`config.mk`:
```
export PLATFORM = sky130hd
export DESIGN_NAME = xor_locked_dp
export DESIGN_NICKNAME = d
export VERILOG_FILES = /design/src/rtl/dp_lock_pkg.sv /design/src/rtl/dp_key_gate.sv /design/src/rtl/dp_locked_addsub.sv /design/src/rtl/dp_ref.sv /design/src/rtl/xor_locked_dp.sv
export SDC_FILE = /design/constraint.sdc
export NUM_CORES = 1
export LEC_CHECK = 0
export BUFFER_PORTS_ARGS = -buffer_cell sky130_fd_sc_hd__buf_2
export CAP_MARGIN = 40
export CORE_MARGIN = 8
export CORE_UTILIZATION = 40
export DETAILED_ROUTE_END_ITERATION = 8
export PLACE_DENSITY = 0.71
export SLEW_MARGIN = 10
export SYNTH_ARGS = -nofsm -noshare
export SYNTH_HDL_FRONTEND = slang
export SYNTH_SLANG_ARGS = --single-unit
```
`constraint.sdc`:
```
create_clock -name vclk -period 4.9
set_input_delay 0.735 -clock vclk [all_inputs]
set_output_delay 0.735 -clock vclk [all_outputs]
set_load 0.02 [all_outputs]
```
`src/rtl/dp_lock_pkg.sv`:
```
package dp_lock_pkg;
  typedef enum logic {GATE_XOR = 1'b0, GATE_XNOR = 1'b1} gate_kind_e;

  // gate polarity chosen so the designated key bit passes the wire unchanged
  function automatic gate_kind_e gate_for(input logic good_bit);
    return good_bit ? GATE_XNOR : GATE_XOR;
  endfunction
endpackage

```
`src/rtl/dp_key_gate.sv`:
```
module dp_key_gate
  import dp_lock_pkg::*;
#(
  parameter logic GOOD = 1'b0
) (
  input  logic wire_i,
  input  logic key_i,
  output logic wire_o
);
  localparam gate_kind_e KIND = gate_for(GOOD);

  if (KIND == GATE_XNOR) begin : g_xnor
    assign wire_o = ~(wire_i ^ key_i);
  end else begin : g_xor
    assign wire_o = wire_i ^ key_i;
  end
endmodule

```
`src/rtl/dp_locked_addsub.sv`:
```
module dp_locked_addsub #(
  parameter int                W        = 32,
  parameter int                N_LOCK   = 33,
  parameter logic              SUB      = 1'b0,
  parameter logic [N_LOCK-1:0] GOOD_KEY = '0
) (
  input  logic [W-1:0]      a_i,
  input  logic [W-1:0]      b_i,
  input  logic [N_LOCK-1:0] key_i,
  output logic [W-1:0]      res_o,
  output logic              cout_o
);
  logic [W-1:0] bb, p, g, p_res;
  logic [W:0]   c;

  assign bb   = SUB ? ~b_i : b_i;
  assign p    = a_i ^ bb;
  assign g    = a_i & bb;
  assign c[0] = SUB;

  for (genvar i = 0; i < W; i++) begin : g_bit
    // carry chain uses the ungated propagate, so a lock stays private to one bit
    assign c[i+1] = g[i] | (p[i] & c[i]);
    if (i < N_LOCK) begin : g_lock
      dp_key_gate #(.GOOD(GOOD_KEY[i])) u_gate (
        .wire_i(p[i]), .key_i(key_i[i]), .wire_o(p_res[i])
      );
    end else begin : g_open
      assign p_res[i] = p[i];
    end
    assign res_o[i] = p_res[i] ^ c[i];
  end

  if (N_LOCK > W) begin : g_cout_lock
    dp_key_gate #(.GOOD(GOOD_KEY[W])) u_gate (
      .wire_i(c[W]), .key_i(key_i[W]), .wire_o(cout_o)
    );
  end else begin : g_cout_open
    assign cout_o = c[W];
  end
endmodule

```
`src/rtl/dp_ref.sv`:
```
module dp_ref #(
  parameter int W = 32
) (
  input  logic [W-1:0] a_i,
  input  logic [W-1:0] b_i,
  output logic [W:0]   sum_o,
  output logic [W-1:0] diff_o,
  output logic         lt_o,
  output logic         eq_o
);
  assign sum_o  = {1'b0, a_i} + {1'b0, b_i};
  assign diff_o = a_i - b_i;
  assign lt_o   = a_i < b_i;
  assign eq_o   = a_i == b_i;
endmodule

```
`src/rtl/xor_locked_dp.sv`:
```
module xor_locked_dp #(
  parameter int               W           = 32,
  parameter int               KEY_W       = 64,
  parameter logic [KEY_W-1:0] CORRECT_KEY = 64'hC3A5_0F96_5A3C_E187
) (
  input  logic [W-1:0]     a_i,
  input  logic [W-1:0]     b_i,
  input  logic [KEY_W-1:0] key_i,
  output logic [W:0]       sum_o,
  output logic [W-1:0]     diff_o,
  output logic             lt_o,
  output logic             eq_o,
  output logic [W:0]       ref_sum_o,
  output logic [W-1:0]     ref_diff_o,
  output logic             ref_lt_o,
  output logic             ref_eq_o
);
  localparam int N_ADD  = W + 1;
  localparam int N_SUB  = KEY_W - N_ADD;
  localparam int NUM_PO = 2 * W + 3;
  localparam logic [N_ADD-1:0] ADD_KEY = CORRECT_KEY[N_ADD-1:0];
  localparam logic [N_SUB-1:0] SUB_KEY = CORRECT_KEY[KEY_W-1:N_ADD];

  if (KEY_W < 64 || KEY_W > NUM_PO || N_SUB < 1 || N_SUB > W) begin : g_bad_params
    $error("xor_locked_dp: key width must be >= 64, <= output count, and cover the adder");
  end

  logic sub_cout;

  dp_locked_addsub #(.W(W), .N_LOCK(N_ADD), .SUB(1'b0), .GOOD_KEY(ADD_KEY)) u_add (
    .a_i(a_i), .b_i(b_i), .key_i(key_i[N_ADD-1:0]),
    .res_o(sum_o[W-1:0]), .cout_o(sum_o[W])
  );

  dp_locked_addsub #(.W(W), .N_LOCK(N_SUB), .SUB(1'b1), .GOOD_KEY(SUB_KEY)) u_sub (
    .a_i(a_i), .b_i(b_i), .key_i(key_i[KEY_W-1:N_ADD]),
    .res_o(diff_o), .cout_o(sub_cout)
  );

  assign lt_o = ~sub_cout;
  assign eq_o = (a_i == b_i);

  dp_ref #(.W(W)) u_ref (
    .a_i(a_i), .b_i(b_i), .sum_o(ref_sum_o), .diff_o(ref_diff_o),
    .lt_o(ref_lt_o), .eq_o(ref_eq_o)
  );
endmodule

```
# Word level (Yosys, flattened, before mapping)
# Cells that the tools add are included.
totals:
  ff_bits: 0
  in_bits: 128
  out_inout_bits: 134
  elab_cells: 292
classes:
  n_addsub: 2
  order_cmp: 1
  eq_ne: 1
  bitwise: 288
op_table:
  columns: ["op", "count"]
  rows:
  - ["XOR 1 bit", 126]
  - ["bitwise AND 32 bit", 2]
  - ["XOR 32 bit", 2]
  - ["OR 1 bit", 63]
  - ["bitwise AND 1 bit", 62]
  - ["adder 32 x 32 -> 33 bit", 1]
  - ["== test 32 bit", 1]
  - ["< comparator 32 bit", 1]
  - ["inverter 1 bit", 32]
  - ["inverter 32 bit", 1]
  - ["subtractor 32 bit", 1]

# Longest topological paths before layout
# Gate-level depths: netlist of run 1.
depth:
  depth_word: 66
  ltp_mapped: 15
  ltp_nobuf: 15

# Cells and area by module
# From an unflattened synthesis of run 1, not the netlist that was laid out.
hier_totals:
  hier_cells: 1023
  area_unflattened_um2: 7342.0
modules_own_cells:
  columns: ["module", "n_inst", "cells_each", "area_per_inst_um2", "seq_area_each_um2"]
  rows:
  - ["dp_ref", 1, 556, 3726.1, 0.0]
  - ["dp_locked_addsub at u_sub", 1, 191, 1378.8, 0.0]
  - ["dp_locked_addsub at u_add", 1, 168, 1326.3, 0.0]
  - ["dp_key_gate", 64, 1, 8.8, 0.0]
  - ["xor_locked_dp", 1, 44, 350.3, 0.0]

# Worst setup path after synthesis of run 1
# OpenSTA, ideal clock, no wires.
synth_path:
  kind: "input-to-output"
  startpoint: "in a_i[0]"
  endpoint: "out diff_o[31]"
  t_arrival_ns: 3.956
  t_required_ns: 4.165
  path_slack_ns: 0.209
  stages: 15
  n_path_buf: 0
  path_cell_list: "inv_1 -> ha_1 -> fa_1 -> fa_1 -> nor2b_1 -> o31ai_4 -> a31oi_1 -> o32ai_1 -> o21ai_1 -> a211oi_2 -> o21ai_1 -> a31o_2 -> a31oi_1 -> fa_1 -> inv_1"
synth_between:
  elab_chain_cells: 63
  elab_cells_between_ends: 64
  cone_classes: "bitwise (64)"
synth_rtl:
  columns: ["element", "line_no", "rtl"]
  rows:
  - ["from (decl)", "xor_locked_dp.sv:6", "input logic [W-1:0] a_i,"]
  - ["bitwise AND 32 bit or XOR 32 bit (tied branches)", "dp_locked_addsub.sv:18, dp_locked_addsub.sv:17", null]
  - ["OR 1 bit *", "dp_locked_addsub.sv:23", "assign c[i+1] = g[i] | (p[i] & c[i]);"]
  - ["bitwise AND 1 bit *", "dp_locked_addsub.sv:23", null]
  - ["OR 1 bit *", "dp_locked_addsub.sv:23", null]
  - ["bitwise AND 1 bit *", "dp_locked_addsub.sv:23", null]
  - ["OR 1 bit *", "dp_locked_addsub.sv:23", null]
  - ["bitwise AND 1 bit *", "dp_locked_addsub.sv:23", null]
  - ["OR 1 bit *", "dp_locked_addsub.sv:23", null]
  - ["[47 not listed]", null, null]
  - ["OR 1 bit *", "dp_locked_addsub.sv:23", null]
  - ["bitwise AND 1 bit *", "dp_locked_addsub.sv:23", null]
  - ["OR 1 bit *", "dp_locked_addsub.sv:23", null]
  - ["bitwise AND 1 bit *", "dp_locked_addsub.sv:23", null]
  - ["OR 1 bit *", "dp_locked_addsub.sv:23", null]
  - ["bitwise AND 1 bit *", "dp_locked_addsub.sv:23", null]
  - ["OR 1 bit *", "dp_locked_addsub.sv:23", null]
  - ["XOR 1 bit *", "dp_locked_addsub.sv:31", "assign res_o[i] = p_res[i] ^ c[i];"]
  - ["to (decl)", "xor_locked_dp.sv:10", "output logic [W-1:0] diff_o,"]
# Every way passes the cells marked *; elsewhere a longest branch is shown, timed or not.

# Worst setup path after layout of run 1
layout_path:
  startpoint: "in b_i[0]"
  endpoint: "out sum_o[31]"
layout_between:
  elab_chain_cells: 62
layout_rtl:
  columns: ["element", "line_no", "rtl"]
  rows:
  - ["from (decl)", "xor_locked_dp.sv:7", "input logic [W-1:0] b_i,"]
  - ["bitwise AND 32 bit", "dp_locked_addsub.sv:18", "assign g = a_i & bb;"]
  - ["bitwise AND 1 bit", "dp_locked_addsub.sv:23", null]
  - ["OR 1 bit", "dp_locked_addsub.sv:23", null]
  - ["bitwise AND 1 bit", "dp_locked_addsub.sv:23", null]
  - ["OR 1 bit", "dp_locked_addsub.sv:23", null]
  - ["bitwise AND 1 bit", "dp_locked_addsub.sv:23", null]
  - ["OR 1 bit", "dp_locked_addsub.sv:23", null]
  - ["bitwise AND 1 bit", "dp_locked_addsub.sv:23", null]
  - ["[46 not listed]", null, null]
  - ["OR 1 bit", "dp_locked_addsub.sv:23", null]
  - ["bitwise AND 1 bit", "dp_locked_addsub.sv:23", null]
  - ["OR 1 bit", "dp_locked_addsub.sv:23", null]
  - ["bitwise AND 1 bit", "dp_locked_addsub.sv:23", null]
  - ["OR 1 bit", "dp_locked_addsub.sv:23", null]
  - ["bitwise AND 1 bit", "dp_locked_addsub.sv:23", null]
  - ["OR 1 bit", "dp_locked_addsub.sv:23", null]
  - ["XOR 1 bit", "dp_locked_addsub.sv:31", null]
  - ["to (decl)", "xor_locked_dp.sv:9", "output logic [W:0] sum_o,"]
# Every way passes these cells.

==> flow_metrics.env, run 1 <==
export IMPL_coreArea_sq_mm=0.0130
export IMPL_drive_above_1_share=0.331
export IMPL_gp_congestion=0.911
export IMPL_hp_class="in2out"
export IMPL_holdPathEnd="sum_o[0]"
export IMPL_drc=0
export IMPL_ys_warn_count=0
export IMPL_synth_xor_area_share=0.289
export IMPL_grt_pass1_wl_microns=30100
export IMPL_hold_ws_ns=1.76
export IMPL_final_antenna_net_count=0
export IMPL_seq_area_frac_synth=0
export IMPL_design_seq_count=0
export IMPL_synthSimpleGateAreaFrac=0.185
export IMPL_syn_inst=752
export IMPL_wl_per_cell_microns=16.6
export IMPL_final_max_slew_viol_count=0
export IMPL_synthMuxAreaShare=0
export IMPL_relSlewSlack=0.645
export IMPL_power_density_mw_per_mm2=224
export IMPL_hp_start="key_i[0]"
export IMPL_setup_viol=0
export IMPL_synth_cell_type_count=69
export IMPL_startpoint_type="input pin"
export IMPL_fp_dieArea_sq_mm=0.0171
export IMPL_syn_cell_area_sq_mm=0.00527
export IMPL_cpLargestDelayFamily="compound AO/OA/AOI/OAI gates"
export IMPL_cpPeakStageDelay_ns=0.43
export IMPL_instances_no_fill=1196
export IMPL_routed_wl_microns=19800
export IMPL_num_vias=6183
export IMPL_ios=262
export IMPL_final_period_utilization=0.984
export IMPL_final_common_cell="buf_2"
export IMPL_cp_required_ns=4.16
export IMPL_synth_compound_area_share=0.267
export IMPL_grt_overflow_total=0
export IMPL_vias_per_cell=5.17
export IMPL_antenna_found_initial=0
export IMPL_period_needed_ns=4.82
export IMPL_endpoint_kind="output pin"
export IMPL_worstPathArrival_ns=4.09
export IMPL_ctsHoldBuffers=0
export IMPL_vdd_ir_drop_worst_mv=0.133
export IMPL_setup_tns_ns=0
export IMPL_max_clock_freq_ghz=0.207
export IMPL_dp_hpwl_microns=17300
export IMPL_whs_path_depth=3
export IMPL_maxCapViolations=0
export IMPL_place_ws_ns=-0.0334
export IMPL_antenna_cells=0
export IMPL_synth_top_family_by_area="XOR/XNOR gates"
export IMPL_grt_start_max_net_pins=15
export IMPL_start_util=0.404
export IMPL_fp_dieH_microns=131
export IMPL_synthAdderAreaFrac=0.171
export IMPL_worstSetupPathType="in2out"
export IMPL_fin_ws_ns=0.0794
export IMPL_seqCellArea_sq_um=0
export IMPL_syn_nets=949
export IMPL_nNetsFinal=1219
export IMPL_path_max_fanout=4
export IMPL_io_buffers=262
export IMPL_path_buf_inv=2
export IMPL_p_leak_nw=3.44
export IMPL_avgSynthCellArea_sq_um=7.00
export IMPL_critical_path_cell_chain="buf_6 > ha_4 > fa_2 > fa_2 > nor2b_4 > o311a_1 > o221ai_2 > a311oi_2 > o221ai_2 > a21o_1 > o21a_1 > a31oi_4 > a21oi_1 > xnor2_1 > buf_2"
export IMPL_drt_iter0_drc=283
export IMPL_final_hold_viol_count=0
export IMPL_n_clock_buffer=0
export IMPL_syn2layout_area_growth_pct=32.9
export IMPL_grtUsageTotal=0.216
export IMPL_worst_slew_pin_slew_ns=0.532
export IMPL_fp_dieW_microns=131
export IMPL_mostFrequentLayoutCells="buf_2 (259), xnor2_1 (141), nor2_1 (84)"
export IMPL_fin_area_sq_mm=0.00700
export IMPL_grt_pass1_vias=5980
export IMPL_drtPass1Iterations=5
export IMPL_numPlacedInstances=1193
export IMPL_status="complete, no violations"
export IMPL_row_count=42
export IMPL_crit_path_top_delay_cell="fa_2"
export IMPL_detailed_place_area_sq_mm=0.00690
## layer usage
layer,track usage,vias up,routed length [microns]
li1,-,3101,-
met1,0.251,2823,7860
met2,0.409,239,9990
met3,0.0381,20,1700
met4,0.0311,0,276
met5,0,-,0
## timing repair
action	4_1_cts	5_1_grt
setup endpoints to repair	4	11
buffers inserted	2	1
endpoints found under the hold margin	0	0
gates resized for setup	1	20
pin swaps	2	12
## worst max-delay path by stage
stage | startpoint | endpoint | slack (ns) | cells past startpoint
CTS | a_i[0] | sum_o[31] | 0.01 | 15
detailed placement | a_i[0] | sum_o[31] | -0.03 | 15
finish | b_i[0] | sum_o[31] | 0.08 | 15
global placement | a_i[0] | diff_o[31] | -0.01 | 17
floorplan | a_i[0] | diff_o[31] | 0.21 | 15
global route | b_i[0] | sum_o[24] | -0.03 | 17
## cells by family (layout without fill, tap and decap cells)
logic type	Yosys count	count (layout)
buf+inv	109	377
fa+ha+maj	69	69
compound gates	196	196
xor+xnor	174	174
simple gates	204	204
## cell usage after synthesis, types with 3 or more instances
cell type | count | area, sq um
xnor2_1 | 141 | 1230
nor2_1 | 84 | 315
inv_1 | 72 | 270
a21oi_1 | 66 | 330
ha_1 | 64 | 801
xor2_1 | 33 | 289
nand2_1 | 32 | 120
o21ai_0 | 23 | 115
o21bai_1 | 17 | 128
clkbuf_1 | 14 | 52.6
nand2b_1 | 14 | 87.6
nor3_1 | 14 | 70.1
nand3_1 | 12 | 60.1
a21o_1 | 11 | 82.6
nor2b_1 | 10 | 62.6
buf_4 | 8 | 60.1
a31oi_1 | 7 | 43.8
and3_1 | 7 | 43.8
o21a_1 | 7 | 52.6
o21ai_1 | 7 | 35.0
and2_1 | 6 | 37.5
nor4_1 | 6 | 37.5
or3_1 | 6 | 37.5
a311oi_1 | 5 | 43.8
buf_1 | 5 | 18.8
fa_1 | 5 | 100
nand4_1 | 5 | 31.3
buf_2 | 4 | 20.0
o31ai_1 | 4 | 30.0
a211o_1 | 3 | 26.3
a211oi_1 | 3 | 22.5
a21oi_2 | 3 | 26.3
o2111ai_1 | 3 | 26.3
o311a_1 | 3 | 30.0
## per-stage QoR
step,utilization,power (W)
final,0.537,0.00157
after floorplan,-,0.00104
after global routing,0.537,0.00169
after global placement,0.529,0.00154
after CTS,0.530,0.00156
after detailed placement,0.529,0.00155
## power breakdown
group | switching, W | total (W) | internal [W]
clock network | 0 | 0 | 0
registers | 0 | 0 | 0
logic | 0.000966 | 0.00157 | 0.000602
## cell type report
type | instances | area, sq um
inverters | 76 | 287
multi-input cells | 643 | 4870
fillers | 1337 | 6030
repair buffers | 301 | 1620
well taps | 176 | 220
No activity file was read; power rests on OpenSTA's default activity.
==> inputs of run 2 (changes only) <==
CELL_PAD_IN_SITES_DETAIL_PLACEMENT = 2   (was not set)
CELL_PAD_IN_SITES_GLOBAL_PLACEMENT = 2   (was not set)
CORE_UTILIZATION = 25   (was 40)
PLACE_DENSITY = not set   (was 0.71)
PLACE_DENSITY_LB_ADDON = 0.1   (was not set)
==> run 2 against run 1 <==
Routed wire length grew 23%. Via count grew 1.4%. Cell area grew 4.8%. Largest cell class unchanged.
==> flow_metrics.env, run 2 (synthesis gave the netlist of run 1 again) <==
export IMPL_cpPeakStageDelay_ns=0.56
export IMPL_p_leak_nw=3.53
export IMPL_hp_start="key_i[33]"
export IMPL_place_ws_ns=-0.259
export IMPL_grtUsageTotal=0.176
export IMPL_drt_iter0_drc=146
export IMPL_relSlewSlack=0.616
export IMPL_drtPass1Iterations=6
export IMPL_period_needed_ns=4.83
export IMPL_final_antenna_net_count=0
export IMPL_nNetsFinal=1236
export IMPL_final_common_cell="buf_2"
export IMPL_final_hold_viol_count=0
export IMPL_whs_path_depth=3
export IMPL_ios=262
export IMPL_design_seq_count=0
export IMPL_ctsHoldBuffers=0
export IMPL_fp_dieH_microns=161
export IMPL_mostFrequentLayoutCells="buf_2 (257), xnor2_1 (141), nor2_1 (84)"
export IMPL_fillers=2611
export IMPL_n_clock_buffer=0
export IMPL_dp_hpwl_microns=21500
export IMPL_grt_overflow_total=0
export IMPL_worstSetupStartpoint="b_i[0]"
export IMPL_fp_dieArea_sq_mm=0.0260
export IMPL_path_max_fanout=3
export IMPL_vias_per_cell=4.78
export IMPL_wl_per_cell_microns=18.6
export IMPL_syn2layout_area_growth_pct=39.3
export IMPL_fin_ws_ns=0.0684
export IMPL_hp_class="in2out"
export IMPL_gp_congestion=0.763
export IMPL_dr_max_layer_used="met4"
export IMPL_crit_path_top_delay_cell="fa_1"
export IMPL_seqCellArea_sq_um=0
export IMPL_coreArea_sq_mm=0.0208
export IMPL_start_util=0.253
export IMPL_io_buffers=262
export IMPL_power_density_mw_per_mm2=223
export IMPL_final_max_slew_viol_count=0
export IMPL_worstSetupPathType="in2out"
export IMPL_fp_dieW_microns=161
export IMPL_worstPathArrival_ns=4.10
export IMPL_endpoint_kind="output pin"
export IMPL_drt_met1_wl_microns=10500
export IMPL_final_period_utilization=0.986
export IMPL_grt_pass1_vias=6924
export IMPL_status="complete, no violations"
export IMPL_grt_pass1_wl_microns=38000
export IMPL_worst_slew_pin_slew_ns=0.571
export IMPL_routed_wl_microns=24500
export IMPL_setup_viol=0
export IMPL_drive_above_1_share=0.349
export IMPL_cp_common_cell="buf_6"
export IMPL_startpoint_type="input pin"
export IMPL_num_vias=6270
export IMPL_vdd_ir_drop_worst_mv=0.0974
export IMPL_grt_start_max_net_pins=15
export IMPL_dr_wl_met3_microns=1120
export IMPL_route_met2_wl_microns=12700
export IMPL_cp_required_ns=4.16
export IMPL_maxCapViolations=0
export IMPL_max_clock_freq_ghz=0.207
export IMPL_grt_setup_unrepaired="true"
export IMPL_drc=0
export IMPL_critical_path_cell_chain="buf_6 > buf_6 > ha_4 > fa_2 > fa_2 > nor2b_4 > o31ai_4 > a31oi_2 > o32ai_2 > o21ai_2 > a211oi_4 > o21ai_2 > a31o_2 > a31oi_4 > fa_1 > inv_1 > buf_6"
export IMPL_hold_ws_ns=1.76
export IMPL_row_count=53
export IMPL_antenna_found_initial=1
[run 2: cell count changes in the layout (fill, tap and decap cells not counted), moves of 2 or more]
cell,previous run,this run
a211oi_2,2,0
a211oi_4,0,2
a21oi_1,66,64
a21oi_2,3,5
buf_2,259,257
buf_4,39,58
o21ai_1,7,5
[run 2: routing by layer]
| layer | GRT usage | vias up |
|---|---|---|
| met5 | 0 | - |
| met4 | 0.00589 | 0 |
| met3 | 0.0267 | 6 |
| met2 | 0.333 | 134 |
| met1 | 0.214 | 3022 |
| li1 | - | 3108 |
[run 2: area by class of cell]
cell class	count	area, sq um	area share
diodes	1	2.50	0.000341
inverters	76	287	0.0391
well taps	275	344	0.0469
multi-input cells	643	4950	0.674
repair buffers	318	1760	0.239
[run 2: through the flow]
stage | utilization | instances | TNS [ns] | power (W) | cell area [sq um]
final | 0.352 | 1313 | 0 | 0.00163 | 7340
after global routing | 0.352 | 1313 | -0.0765 | 0.00177 | 7340
after CTS | 0.344 | 1305 | 0 | 0.00163 | 7170
after detailed placement | 0.342 | 1305 | -1.83 | 0.00162 | 7120
after global placement | 0.342 | 1305 | -0.909 | 0.00160 | 7120
after floorplan | - | 752 | 0 | 0.00104 | 5270
[run 2: worst max-delay path: cells and delay by family]
kind / cells / cell delay (ns)
adder cells (fa/ha/maj): 4 / 1.54
AO/OA/AOI/OAI: 8 / 1.28
buffers and inverters: 4 / 0.38
AND/OR/NAND/NOR: 1 / 0.16
[run 2: report_power, final]
group / total, W / internal (W) / switching (W)
sequential: 0 / 0 / 0
clock: 0.0000000000273 / 0.0000000000273 / 0
combinational: 0.00163 / 0.000624 / 0.00101
total: 0.00163 / 0.000624 / 0.00101
[run 2: final timing paths]
kind,end
worst max-delay path,diff_o[31]
worst min-delay path,diff_o[0]
[run 2: what timing repair did]
item,4_1_cts,5_1_grt
setup endpoints to repair,12,11
pin swaps,5,16
buffers inserted,0,7
resized for setup,9,23
